[src/rtl/exc_entry_pkg.sv]
// Shared constants and types for the exception entry controller.
// Assumes a 32-bit status word with fixed flag and mode bit positions.
package exc_entry_pkg;
    localparam int SR_T  = 0;
    localparam int SR_S  = 1;
    localparam int SR_Q  = 8;
    localparam int SR_M  = 9;
    localparam int SR_BL = 28;
    localparam int SR_RB = 29;
    localparam int SR_MD = 30;

    localparam logic [31:0] VEC_GENERAL = 32'h0000_0100;
    localparam logic [31:0] VEC_TLB     = 32'h0000_0400;
    localparam logic [31:0] VEC_IRQ     = 32'h0000_0600;

    typedef enum logic [1:0] {
        RS_RUN     = 2'd0,
        RS_SLEEP   = 2'd1,
        RS_STANDBY = 2'd2,
        RS_HALT    = 2'd3
    } run_state_e;

    typedef enum logic [1:0] {
        EK_GENERAL = 2'd0,
        EK_TLB     = 2'd1,
        EK_TRAP    = 2'd2
    } exc_kind_e;
endpackage

[src/rtl/exc_gpr_bank.sv]
// General register file with a shadow copy of the low registers.
// The visible low registers are exchanged with the shadow copy when
// swap is high; a write in the same cycle lands after the exchange.
// Assumes NBANKED < NGPR and both are powers of two.
module exc_gpr_bank #(
    parameter int XLEN    = 32,
    parameter int NGPR    = 16,
    parameter int NBANKED = 8
) (
    input  logic                    clk,
    input  logic                    rst_n,
    input  logic                    swap,
    input  logic                    wr_en,
    input  logic [$clog2(NGPR)-1:0] wr_idx,
    input  logic [XLEN-1:0]         wr_data,
    input  logic [$clog2(NGPR)-1:0] rd_idx,
    output logic [XLEN-1:0]         rd_data,
    output logic [XLEN-1:0]         top_reg
);
    localparam int IDX_W  = $clog2(NGPR);
    localparam int NUPPER = NGPR - NBANKED;
    localparam int BIDX_W = $clog2(NBANKED);
    localparam int UIDX_W = $clog2(NUPPER);

    logic [XLEN-1:0] front  [NBANKED];
    logic [XLEN-1:0] shadow [NBANKED];
    logic [XLEN-1:0] upper  [NUPPER];
    logic [IDX_W-1:0] rd_uoff;

    genvar g;
    generate
        for (g = 0; g < NBANKED; g++) begin : g_banked
            // Exchange with shadow on swap, then apply a write to the visible copy.
            always_ff @(posedge clk) begin
                if (!rst_n) begin
                    front[g]  <= '0;
                    shadow[g] <= '0;
                end else begin
                    if (swap) begin
                        front[g]  <= shadow[g];
                        shadow[g] <= front[g];
                    end
                    if (wr_en && wr_idx == IDX_W'(g))
                        front[g] <= wr_data;
                end
            end
        end
        for (g = 0; g < NUPPER; g++) begin : g_upper
            // Unbanked registers take writes only.
            always_ff @(posedge clk) begin
                if (!rst_n)
                    upper[g] <= '0;
                else if (wr_en && wr_idx == IDX_W'(g + NBANKED))
                    upper[g] <= wr_data;
            end
        end
    endgenerate

    // Read mux over the visible bank and the unbanked registers.
    always_comb begin
        rd_uoff = rd_idx - IDX_W'(NBANKED);
        if (rd_idx < IDX_W'(NBANKED))
            rd_data = front[rd_idx[BIDX_W-1:0]];
        else
            rd_data = upper[rd_uoff[UIDX_W-1:0]];
    end

    assign top_reg = upper[NUPPER-1];
endmodule

[src/rtl/exc_sr_unit.sv]
// Status register with separately held T, S, M, Q flags.
// Produces the merged status value and the bank-swap strobe whenever the
// bank-select bit is about to change. An entry forces MD, BL and RB.
// Assumes the caller gates wr_en and flag_wr off in entry cycles.
module exc_sr_unit
    import exc_entry_pkg::*;
#(
    parameter int               XLEN     = 32,
    parameter logic [XLEN-1:0]  RESET_SR = 32'h7000_00F0
) (
    input  logic            clk,
    input  logic            rst_n,
    input  logic            entry,
    input  logic            wr_en,
    input  logic [XLEN-1:0] wr_data,
    input  logic            flag_wr,
    input  logic            flag_t,
    input  logic            flag_s,
    input  logic            flag_m,
    input  logic            flag_q,
    output logic [XLEN-1:0] sr_out,
    output logic            swap
);
    localparam logic [XLEN-1:0] FLAG_MASK =
        (XLEN'(1) << SR_T) | (XLEN'(1) << SR_S) | (XLEN'(1) << SR_Q) | (XLEN'(1) << SR_M);
    localparam logic [XLEN-1:0] ENTRY_SET =
        (XLEN'(1) << SR_MD) | (XLEN'(1) << SR_BL) | (XLEN'(1) << SR_RB);

    logic [XLEN-1:0] body;
    logic            ft, fs, fm, fq;
    logic            next_rb;
    logic [XLEN-1:0] flag_bits;

    // Merge the flag bits into the stored body.
    always_comb begin
        flag_bits        = '0;
        flag_bits[SR_T]  = ft;
        flag_bits[SR_S]  = fs;
        flag_bits[SR_Q]  = fq;
        flag_bits[SR_M]  = fm;
        sr_out           = body | flag_bits;
    end

    // Work out the bank bit after this cycle and whether it changes.
    always_comb begin
        if (entry)
            next_rb = 1'b1;
        else if (wr_en)
            next_rb = wr_data[SR_RB];
        else
            next_rb = body[SR_RB];
        swap = (next_rb != body[SR_RB]);
    end

    // Status body and flag update: entry, then full write, then flags.
    always_ff @(posedge clk) begin
        if (!rst_n) begin
            body <= RESET_SR & ~FLAG_MASK;
            ft   <= RESET_SR[SR_T];
            fs   <= RESET_SR[SR_S];
            fm   <= RESET_SR[SR_M];
            fq   <= RESET_SR[SR_Q];
        end else if (entry) begin
            body <= body | ENTRY_SET;
        end else if (wr_en) begin
            body <= wr_data & ~FLAG_MASK;
            ft   <= wr_data[SR_T];
            fs   <= wr_data[SR_S];
            fm   <= wr_data[SR_M];
            fq   <= wr_data[SR_Q];
        end else if (flag_wr) begin
            ft <= flag_t;
            fs <= flag_s;
            fm <= flag_m;
            fq <= flag_q;
        end
    end
endmodule

[src/rtl/exc_entry_arb.sv]
// Combinational entry arbiter. Decides in the current cycle whether an
// exception, a halt or an interrupt is taken, and computes the vector,
// the event code and the saved PC. Exceptions win over interrupts.
// Assumes run state, slot flag and status are registered elsewhere.
module exc_entry_arb
    import exc_entry_pkg::*;
#(
    parameter int              XLEN      = 32,
    parameter int              CODE_W    = 12,
    parameter logic [CODE_W-1:0] TRAP_CODE = 12'h160
) (
    input  logic              exc_req,
    input  logic [1:0]        exc_kind,
    input  logic [CODE_W-1:0] exc_code_norm,
    input  logic [CODE_W-1:0] exc_code_slot,
    input  logic              exc_slot_sens,
    input  logic              irq_req,
    input  logic [1:0]        state,
    input  logic              in_slot,
    input  logic              sr_bl,
    input  logic [XLEN-1:0]   vbr,
    input  logic [XLEN-1:0]   pc,
    output logic              exc_att,
    output logic              do_exc,
    output logic              do_halt,
    output logic              do_irq,
    output logic              is_trap,
    output logic [CODE_W-1:0] exc_code,
    output logic [XLEN-1:0]   vec_pc,
    output logic [XLEN-1:0]   save_pc
);
    logic vbr_zero;

    // Acceptance decisions in priority order.
    always_comb begin
        vbr_zero = (vbr == '0);
        exc_att  = exc_req && (state == RS_RUN);
        do_halt  = exc_att && vbr_zero;
        do_exc   = exc_att && !vbr_zero;
        do_irq   = !exc_att && irq_req && !sr_bl && !in_slot && (state != RS_HALT);
        is_trap  = (exc_kind == EK_TRAP);
    end

    // Event code selection for exceptions.
    always_comb begin
        if (is_trap)
            exc_code = TRAP_CODE;
        else if (exc_slot_sens && in_slot)
            exc_code = exc_code_slot;
        else
            exc_code = exc_code_norm;
    end

    // Vector target and the PC value to save.
    always_comb begin
        if (do_irq)
            vec_pc = vbr + VEC_IRQ;
        else if (exc_kind == EK_TLB)
            vec_pc = vbr + VEC_TLB;
        else
            vec_pc = vbr + VEC_GENERAL;
        save_pc = (do_exc && in_slot) ? pc - XLEN'(2) : pc;
    end
endmodule

[src/rtl/exc_entry_ctrl.sv]
// Exception entry controller: holds PC, next PC, vector base, status,
// save registers, event registers, trap register and run state, and
// performs a one-clock entry on exceptions, traps and interrupts.
// Assumes requests are held by the requester until seen; entries are
// single-cycle so no request is pended here.
module exc_entry_ctrl
    import exc_entry_pkg::*;
#(
    parameter int                XLEN       = 32,
    parameter int                CODE_W     = 12,
    parameter int                IMM_W      = 8,
    parameter int                NGPR       = 16,
    parameter int                NBANKED    = 8,
    parameter int                STB_W      = 8,
    parameter int                STB_BIT    = 7,
    parameter logic [XLEN-1:0]   RESET_PC   = 32'hA000_0000,
    parameter logic [XLEN-1:0]   RESET_SR   = 32'h7000_00F0,
    parameter logic [XLEN-1:0]   RESET_FPS  = 32'h0004_0001,
    parameter logic [CODE_W-1:0] RESET_CODE = 12'h000,
    parameter logic [CODE_W-1:0] TRAP_CODE  = 12'h160
) (
    input  logic                    clk,
    input  logic                    rst_n,
    input  logic                    step,
    input  logic                    jmp_valid,
    input  logic [XLEN-1:0]         jmp_target,
    input  logic                    sr_wr,
    input  logic [XLEN-1:0]         sr_wdata,
    input  logic                    flag_wr,
    input  logic                    flag_t,
    input  logic                    flag_s,
    input  logic                    flag_m,
    input  logic                    flag_q,
    input  logic                    vbr_wr,
    input  logic [XLEN-1:0]         vbr_wdata,
    input  logic                    fpscr_wr,
    input  logic [XLEN-1:0]         fpscr_wdata,
    input  logic                    stbcr_wr,
    input  logic [STB_W-1:0]        stbcr_wdata,
    input  logic                    gpr_wr,
    input  logic [$clog2(NGPR)-1:0] gpr_widx,
    input  logic [XLEN-1:0]         gpr_wdata,
    input  logic [$clog2(NGPR)-1:0] gpr_ridx,
    output logic [XLEN-1:0]         gpr_rdata,
    input  logic                    exc_req,
    input  logic [1:0]              exc_kind,
    input  logic [CODE_W-1:0]       exc_code_norm,
    input  logic [CODE_W-1:0]       exc_code_slot,
    input  logic                    exc_slot_sens,
    input  logic [IMM_W-1:0]        trap_imm,
    input  logic                    irq_req,
    input  logic [CODE_W-1:0]       irq_code,
    input  logic                    sleep_req,
    output logic [XLEN-1:0]         pc_q,
    output logic [XLEN-1:0]         npc_q,
    output logic [XLEN-1:0]         vbr_q,
    output logic [XLEN-1:0]         sr_q,
    output logic [XLEN-1:0]         spc_q,
    output logic [XLEN-1:0]         ssr_q,
    output logic [XLEN-1:0]         sgr_q,
    output logic [XLEN-1:0]         fpscr_q,
    output logic [CODE_W-1:0]       expevt_q,
    output logic [CODE_W-1:0]       intevt_q,
    output logic [XLEN-1:0]         tra_q,
    output logic                    in_slot_q,
    output logic [1:0]              run_state,
    output logic                    taken
);
    localparam int TRA_PAD = XLEN - IMM_W - 2;

    run_state_e        state;
    logic [STB_W-1:0]  stbcr;
    logic              exc_att, do_exc, do_halt, do_irq, is_trap;
    logic [CODE_W-1:0] exc_code;
    logic [XLEN-1:0]   vec_pc, save_pc;
    logic              entry, wr_ok, running, bank_swap;
    logic [XLEN-1:0]   r15;

    exc_entry_arb #(
        .XLEN(XLEN), .CODE_W(CODE_W), .TRAP_CODE(TRAP_CODE)
    ) u_arb (
        .exc_req       (exc_req),
        .exc_kind      (exc_kind),
        .exc_code_norm (exc_code_norm),
        .exc_code_slot (exc_code_slot),
        .exc_slot_sens (exc_slot_sens),
        .irq_req       (irq_req),
        .state         (state),
        .in_slot       (in_slot_q),
        .sr_bl         (sr_q[SR_BL]),
        .vbr           (vbr_q),
        .pc            (pc_q),
        .exc_att       (exc_att),
        .do_exc        (do_exc),
        .do_halt       (do_halt),
        .do_irq        (do_irq),
        .is_trap       (is_trap),
        .exc_code      (exc_code),
        .vec_pc        (vec_pc),
        .save_pc       (save_pc)
    );

    // Cycle qualifiers: entry taken, ordinary writes allowed, core running.
    always_comb begin
        entry   = do_exc || do_irq;
        wr_ok   = !exc_att && !do_irq && (state != RS_HALT);
        running = (state == RS_RUN);
    end

    exc_sr_unit #(
        .XLEN(XLEN), .RESET_SR(RESET_SR)
    ) u_sr (
        .clk     (clk),
        .rst_n   (rst_n),
        .entry   (entry),
        .wr_en   (sr_wr && wr_ok),
        .wr_data (sr_wdata),
        .flag_wr (flag_wr && wr_ok),
        .flag_t  (flag_t),
        .flag_s  (flag_s),
        .flag_m  (flag_m),
        .flag_q  (flag_q),
        .sr_out  (sr_q),
        .swap    (bank_swap)
    );

    exc_gpr_bank #(
        .XLEN(XLEN), .NGPR(NGPR), .NBANKED(NBANKED)
    ) u_gpr (
        .clk     (clk),
        .rst_n   (rst_n),
        .swap    (bank_swap),
        .wr_en   (gpr_wr && wr_ok),
        .wr_idx  (gpr_widx),
        .wr_data (gpr_wdata),
        .rd_idx  (gpr_ridx),
        .rd_data (gpr_rdata),
        .top_reg (r15)
    );

    // Program flow and context save.
    always_ff @(posedge clk) begin
        if (!rst_n) begin
            pc_q      <= RESET_PC;
            npc_q     <= RESET_PC + XLEN'(2);
            in_slot_q <= 1'b0;
            spc_q     <= '0;
            ssr_q     <= '0;
            sgr_q     <= '0;
        end else if (entry) begin
            spc_q <= save_pc;
            ssr_q <= sr_q;
            sgr_q <= r15;
            pc_q  <= vec_pc;
            npc_q <= vec_pc + XLEN'(2);
            if (do_exc)
                in_slot_q <= 1'b0;
        end else if (wr_ok && running) begin
            if (jmp_valid) begin
                pc_q      <= npc_q;
                npc_q     <= jmp_target;
                in_slot_q <= 1'b1;
            end else if (step) begin
                pc_q      <= npc_q;
                npc_q     <= npc_q + XLEN'(2);
                in_slot_q <= 1'b0;
            end
        end
    end

    // Event code and trap registers.
    always_ff @(posedge clk) begin
        if (!rst_n) begin
            expevt_q <= RESET_CODE;
            intevt_q <= '0;
            tra_q    <= '0;
        end else begin
            if (do_exc)
                expevt_q <= exc_code;
            if (do_irq)
                intevt_q <= irq_code;
            if (exc_att && is_trap)
                tra_q <= {{TRA_PAD{1'b0}}, trap_imm, 2'b00};
        end
    end

    // Software-written configuration registers.
    always_ff @(posedge clk) begin
        if (!rst_n) begin
            vbr_q   <= '0;
            fpscr_q <= RESET_FPS;
            stbcr   <= '0;
        end else if (wr_ok) begin
            if (vbr_wr)
                vbr_q <= vbr_wdata;
            if (fpscr_wr)
                fpscr_q <= fpscr_wdata;
            if (stbcr_wr)
                stbcr <= stbcr_wdata;
        end
    end

    // Run state: halt on a failed exception, wake on interrupt, low-power on request.
    always_ff @(posedge clk) begin
        if (!rst_n)
            state <= RS_RUN;
        else if (do_halt)
            state <= RS_HALT;
        else if (do_irq)
            state <= RS_RUN;
        else if (wr_ok && running && sleep_req)
            state <= stbcr[STB_BIT] ? RS_STANDBY : RS_SLEEP;
    end

    // One-cycle pulse after each accepted entry.
    always_ff @(posedge clk) begin
        if (!rst_n)
            taken <= 1'b0;
        else
            taken <= entry;
    end

    assign run_state = state;
endmodule

[config.mk]
export PLATFORM = sky130hd
export DESIGN_NAME = exc_entry_ctrl
export DESIGN_NICKNAME = d
export VERILOG_FILES = /design/src/rtl/exc_entry_pkg.sv /design/src/rtl/exc_gpr_bank.sv /design/src/rtl/exc_sr_unit.sv /design/src/rtl/exc_entry_arb.sv /design/src/rtl/exc_entry_ctrl.sv
export SDC_FILE = /design/constraint.sdc
export NUM_CORES = 2
export LEC_CHECK = 0
export ABC_AREA = 1
export BUFFER_PORTS_ARGS = -buffer_cell sky130_fd_sc_hd__buf_2
export CORE_AREA = 3 3 309 311
export DETAILED_ROUTE_END_ITERATION = 8
export DIE_AREA = 0 0 312 314
export PLACE_DENSITY_LB_ADDON = 0.3
export SYNTH_ARGS = -nofsm -noshare
export SYNTH_HDL_FRONTEND = slang
export SYNTH_SLANG_ARGS = --single-unit
[constraint.sdc]
create_clock -name clk -period 11.1 [get_ports clk]
set_input_delay 2.22 -clock clk [delete_from_list [all_inputs] [get_ports clk]]
set_output_delay 2.22 -clock clk [all_outputs]
set_load 0.05 [all_outputs]
# After elaboration in Yosys (flattened, before gate mapping)
# Memory sizes are Yosys's and may differ from the RTL's. A register that Yosys moved wholly into a read port is not among the register bits.
# Index checks and enable logic that the tools add are counted.
# totals
reg_bits,268
ram_bits,768
inputBits,240
out_inout_bits,348
word_cells,257
n_memories,3
# op_classes
n_addsub,7
n_lt_le_gt_ge,1
n_eq_ne,20
muxes,117
n_bitwise,35
n_reduce_logical,55
# mem_list
name,words,word_bits,read_ports,rd_clocked_by_memory_dff,wr,line,rtl
u_gpr.front,8,32,9,0,8,exc_gpr_bank.sv:25,logic [XLEN-1:0] front [NBANKED];
u_gpr.shadow,8,32,8,0,8,exc_gpr_bank.sv:26,logic [XLEN-1:0] shadow [NBANKED];
u_gpr.upper,8,32,2,1,8,exc_gpr_bank.sv:27,logic [XLEN-1:0] upper [NUPPER];
# op_table
operator,n
two-way mux 32 bit,44
two-way mux 1 bit,67
adder 32 x 11 -> 32 bit (second input constant),2
adder 32 x 2 -> 32 bit (second input constant),2
logical AND 1 bit,33
adder 32 x 9 -> 32 bit (second input constant),1
== test 4 bit (second input constant),8
zero test 32 bit,1
OR 1 bit,32
OR 32 x 10 -> 32 bit,1
subtractor 32 x 2 -> 32 bit (second input constant),1
two-way mux 12 bit,2
== test 4 x 3 -> 1 bit (second input constant),4
AND reduction 2 bit,6
== test 4 x 2 -> 1 bit (second input constant),2
two-way mux 2 bit,4
zero test 1 bit,6
nonzero test 3 bit,2
== test 4 x 1 -> 1 bit (second input constant),1
zero test 4 bit,1
less-than comparator 4 bit (second input constant),1
inequality test 2 bit (second input constant),2
nonzero test 2 bit,2
AND reduction 3 bit,1
other kinds (8),9

# Logic depth before layout (Yosys ltp)
# logic_depth
depth_word,19
depth_mapped,21

# Cells and area by module
# Synthesis repeated with hierarchy kept, for this count alone.
# unflattened
cells_unflattened,6134
hier_area_um2,51160.3
# modules_own_cells
module,instances,cells_per_inst,area_each_um2,seq_area_each_um2
exc_gpr_bank,1,3632,35311.4,23062.1
exc_entry_ctrl,1,1729,11825.1,5225.0
exc_entry_arb,1,599,2732.6,0.0
exc_sr_unit,1,174,1291.2,640.6

# Worst setup path before layout
# No wires, ideal clock.
# synth_timing
kind,input to register
from,in irq_req
to,"mem u_gpr.front[0][0], enable pin"
setup_time_ps,392
t_arrival_ps,10937
t_required_ps,10708
slack_ps,-229
cell_stages,13
path_buffers,1
cell_sequence,nand2_1 -> nor2_4 -> nor2_8 -> inv_2 -> nor2_8 -> inv_2 -> buf_2 -> o21ai_2 -> nand2_1 -> xor2_1 -> nand2_1 -> inv_1 -> nand2_1
# synth_lines
item,line,rtl
start: declaration,exc_entry_ctrl.sv:51,"input logic irq_req,"
end: declaration,exc_gpr_bank.sv:25,

# Worst setup path after layout
# layout_timing
from,in gpr_ridx[0]
to,out gpr_rdata[26]
# layout_between
elab_chain_len,3
word_cells_on_any_way,5
classes_between,1 x add/sub; 1 x order compare; 1 x mux; 2 x memory
# layout_rtl
item,line,rtl
start: declaration,exc_entry_ctrl.sv:43,"input logic [$clog2(NGPR)-1:0] gpr_ridx,"
subtractor 3 x 1 -> 3 bit,exc_gpr_bank.sv:61,rd_uoff = rd_idx - IDX_W'(NBANKED);
memory (8 x 32 bit),n/a,
two-way mux 32 bit (*),exc_gpr_bank.sv:62,if (rd_idx < IDX_W'(NBANKED))
end: declaration,exc_entry_ctrl.sv:44,"output logic [XLEN-1:0] gpr_rdata,"
# Mark *: on every way between the ends. The rest lies on a longest branch, timed or not.

==> impl_summary.log <==
INFO  metric post_synth_most_frequent_cells = edfxtp_1, o21ai_0, nor2_1
INFO  metric r2r_setup_slack = 5.37 ns
INFO  metric routed-via-count = 41000
INFO  metric i_o_buffers = 556
INFO  metric fp.dieH = 314 um
INFO  metric detail_route.wirelength = 172 mm
INFO  metric critical_path.endpoint = gpr_rdata[26]
INFO  metric htreeDepth = 3
INFO  metric top_level_ports = 588
INFO  metric detail_route.first_pass.iterations = 6
INFO  metric synth_cell_types = 48
INFO  metric required = 8.88 ns
INFO  metric routedWlPerCell = 24.6 um
INFO  metric grt.met3_usage = 6.71%
INFO  metric route.antenna.remaining_nets = 0
INFO  metric placement.cell_area = around 52000 um^2
INFO  metric path_max_fanout = around 130
INFO  metric area.sequential = ~29000 um^2
INFO  metric ys_top_cells_by_area = edfxtp_1, dfxtp_1, o21ai_0
INFO  metric numCtsBuffers = 112
INFO  metric first_global_vias = roughly 39000
INFO  metric post-synth-top-area-cell = edfxtp_1
INFO  metric die-area = 98000 um^2
INFO  metric die_width = 312 um
INFO  metric final.period_utilization = 65.9%
INFO  metric final.setup.tns = 0 ns
INFO  metric post-route-worst-setup-slack = 3.79 ns
INFO  metric fin_worst_hold_slack = 0.451 ns
INFO  metric globalplace.congestion = 1.02
INFO  metric vias_per_cell = 5.89
INFO  metric worstPathArrival = 5.09 ns
INFO  metric setup-violations-final = 0
INFO  metric cts_sinks = 1061
INFO  metric wire_length_of_the_first_global_routing_pass = ~250 mm
INFO  metric fin_area = 56200 um^2
INFO  metric most_common_cell_in_the_netlist = edfxtp_1
INFO  metric run_status = complete, no violations
INFO  metric total_area_of_multi_input_combinational_cells = roughly 17000 um^2
INFO  metric postCtsResizedCells = 0
INFO  metric global_route.usage.total = 34.0%
INFO  metric synth_seq_cells = 1061
INFO  metric core_region_area = 93000 um^2
INFO  metric r2r-start = vbr_q[10]$_SDFFE_PN0P_
INFO  metric rr_worst_depth = 17
INFO  metric worst-setup-path-type = in -> out
INFO  metric insertion_delay = between 0.7 and 0.8 ns
INFO  metric fin_crit = ~7.3 ns
INFO  metric cts.path.max_buffers = 3
INFO  metric slew_violations = 0
INFO  metric power_leakage = 22.7 nW
INFO  metric worst_slew_pin_slew = 1.26 ns
INFO  metric crit_path_end_kind = output pin
INFO  metric cts_tree = built
INFO  metric max-cap-violations = 0
INFO  metric gr-usage-met1 = 45.1%
INFO  metric syn2layout_area_growth = 14.2%
INFO  metric drt_initial_violations = 5015
INFO  metric synth_sequential_area_ratio = between 50% and 60%
INFO  metric origin_of_the_worst_setup_path = gpr_ridx[0]
INFO  metric relSlewSlack = 16.0%
INFO  metric average_footprint_of_a_synthesized_cell = 9.38 um^2
INFO  metric syn-cell-area = 49200 um^2
INFO  metric grt_util_met2 = ~53%
INFO  metric layout-drive-gt1-share = 18.5%
INFO  metric regToRegEndpoint = u_gpr.front[3][29]$_DFFE_PP_
INFO  metric startpoint_type = input port
INFO  metric number_of_enable_type_register_cells_in_the_synthesized_netlist = approximately 770
INFO  metric num-fill-cells = 8019
INFO  metric hold_violations = 0
INFO  metric drcViolationCount = 0
INFO  metric global_route.overflow_total = 0
INFO  metric cts_hold_buf = 0
INFO  metric final_nets = 5861
INFO  metric top_usage_layer = met2
INFO  metric number_of_antenna_violations_at_the_first_check_in_global_routing = 13
INFO  metric grt_setup_unrepaired = false
INFO  metric power.density = roughly 180 nW/um^2
INFO  metric netlist.area_leader.share = 46.9%
INFO  metric max_freq = 0.137 GHz
INFO  metric worstHoldPathType = reg -> reg
INFO  metric detailed_place_hpwl = 111 mm
INFO  metric max-vdd-ir-drop = between 0.15 and 0.2 mV
INFO  metric total_power = 10.3 mW
INFO  metric clock_tree.root_cell = clkbuf_16
INFO  metric cts_post_setup_buffers_inserted = 0
INFO  metric post_place_setup_slack = 3.90 ns
INFO  metric yosys_warnings = 0
INFO  metric finalClockSkew = 0.0477 ns
INFO  metric worst_setup_hold_path_clk_slew = around 0.06 ns
INFO  metric placement_rows = between 100 and 150
INFO  metric gate_count_post_synth = roughly 5200
INFO  metric asyncSetResetFlopFracSynth = 0%
INFO  metric grt_start_max_net_pins = 210
INFO  metric dominantRegCellSynth = edfxtp_1
INFO  metric floorplan.initialDensity = 52.9%
[critical path, cell delays in order]
cell	delay [ns]
buf_8	0.57
buf_4	0.77
a21oi_1	0.15
o21ai_0	0.16
nand2_1	0.08
o22ai_1	0.42
o21ai_0	0.20
buf_2	0.29
[placed cells by master, fill, tap and decap left out, types with 7 or more instances in the layout]
master     count
a22o_1        22
o21ai_0      702
nor3_1        30
clkbuf_8       7
o22ai_1       13
o21ai_4        8
clkinv_1      15
buf_2        552
o211ai_1      35
clkbuf_16    115
xor2_1        35
buf_4         70
inv_1        523
edfxtp_1     768
nand4_1       50
nor2_2       195
o221ai_1      44
a21oi_1      307
inv_2          7
clkbuf_1      20
ha_1          11
a22oi_1       16
nor4_1         7
nor2_1       632
nand2_1      553
bufinv_16      9
xnor2_1       24
clkinv_2      29
o21ai_1       58
a31oi_1       26
nand2_2       16
mux2i_1       64
dfxtp_1      293
conb_1        24
nand3_1      354
[through the flow]
stage | util (%) | std cells
final | 60.4 | 6965
after floorplan | - | 5269
after CTS | 60.4 | 6962
after detailed placement | 56.4 | 6750
after global routing | 60.4 | 6962
after global placement | 56.4 | 6750
[cells by family (layout without fill, tap and decap cells)]
kind of cell             after synthesis  count (layout)  share of synthesized area, %
AO/OA/AOI/OAI                       1257            1257                          13.8
multiplexers                          64              64                          1.30
other                                  1              27                       0.00762
XOR/XNOR                              59              59                          1.05
buffers and inverters                934            1373                          8.09
AND/OR/NAND/NOR                     1859            1859                          16.7
flip-flops                          1061            1061                          58.8
adder cells (fa/ha/maj)               11              11                         0.280
[cell type report]
class | count | area share [%]
Clock inverter | 64 | 1.14
Tap cell | 1254 | 2.79
Clock buffer | 148 | 5.48
Inverter | 533 | 3.58
Multi-Input combinational cell | 3274 | 29.5
Sequential cell | 1061 | 51.5
Timing Repair Buffer | 628 | 6.03
Antenna cell | 3 | 0.0134
[worst min path at each step]
stage               slack (ns)  depth (start not counted)                    from                     end
floorplan                 0.45                          2   stbcr[7]$_SDFFE_PN0P_   stbcr[7]$_SDFFE_PN0P_
CTS                       0.46                          2  ssr_q[21]$_SDFFE_PN0N_  ssr_q[21]$_SDFFE_PN0N_
global placement          0.43                          2  ssr_q[18]$_SDFFE_PN0N_  ssr_q[18]$_SDFFE_PN0N_
detailed placement        0.44                          2  ssr_q[21]$_SDFFE_PN0N_  ssr_q[21]$_SDFFE_PN0N_
finish                    0.45                          2   sgr_q[4]$_SDFFE_PN0N_   sgr_q[4]$_SDFFE_PN0N_
global route              0.47                          2  ssr_q[22]$_SDFFE_PN0N_  ssr_q[22]$_SDFFE_PN0N_
[routing by layer]
| layer | wire, um | share of wire (%) | vias up |
|---|---|---|---|
| li1 | - | - | 18600 |
| met1 | 66900 | 39 | 19700 |
| met5 | 56 | 0.033 | - |
| met2 | 77100 | 45 | 2282 |
| met4 | 10500 | 6.1 | 8 |
| met3 | 16900 | 9.9 | 465 |
[state kept, by name (all words and copies together), names as in the netlist]
signal,count
fpscr_q,32
in_slot_q,1
u_sr.fm,1
taken,1
sgr_q,32
u_sr.fs,1
expevt_q,12
ssr_q,32
u_gpr.upper,256
stbcr,1
u_sr.ft,1
tra_q,8
u_gpr.shadow,256
spc_q,32
u_sr.fq,1
vbr_q,32
u_sr.body,28
pc_q,32
u_gpr.front,256
run_state,2
npc_q,32
intevt_q,12
[power by group]
group	internal, mW	total, mW	switching, mW
clock	2.17	3.81	1.63
sequential	4.58	4.79	0.209
combinational	0.359	1.66	1.30
Note: power is estimated with default switching activity, not from simulation.
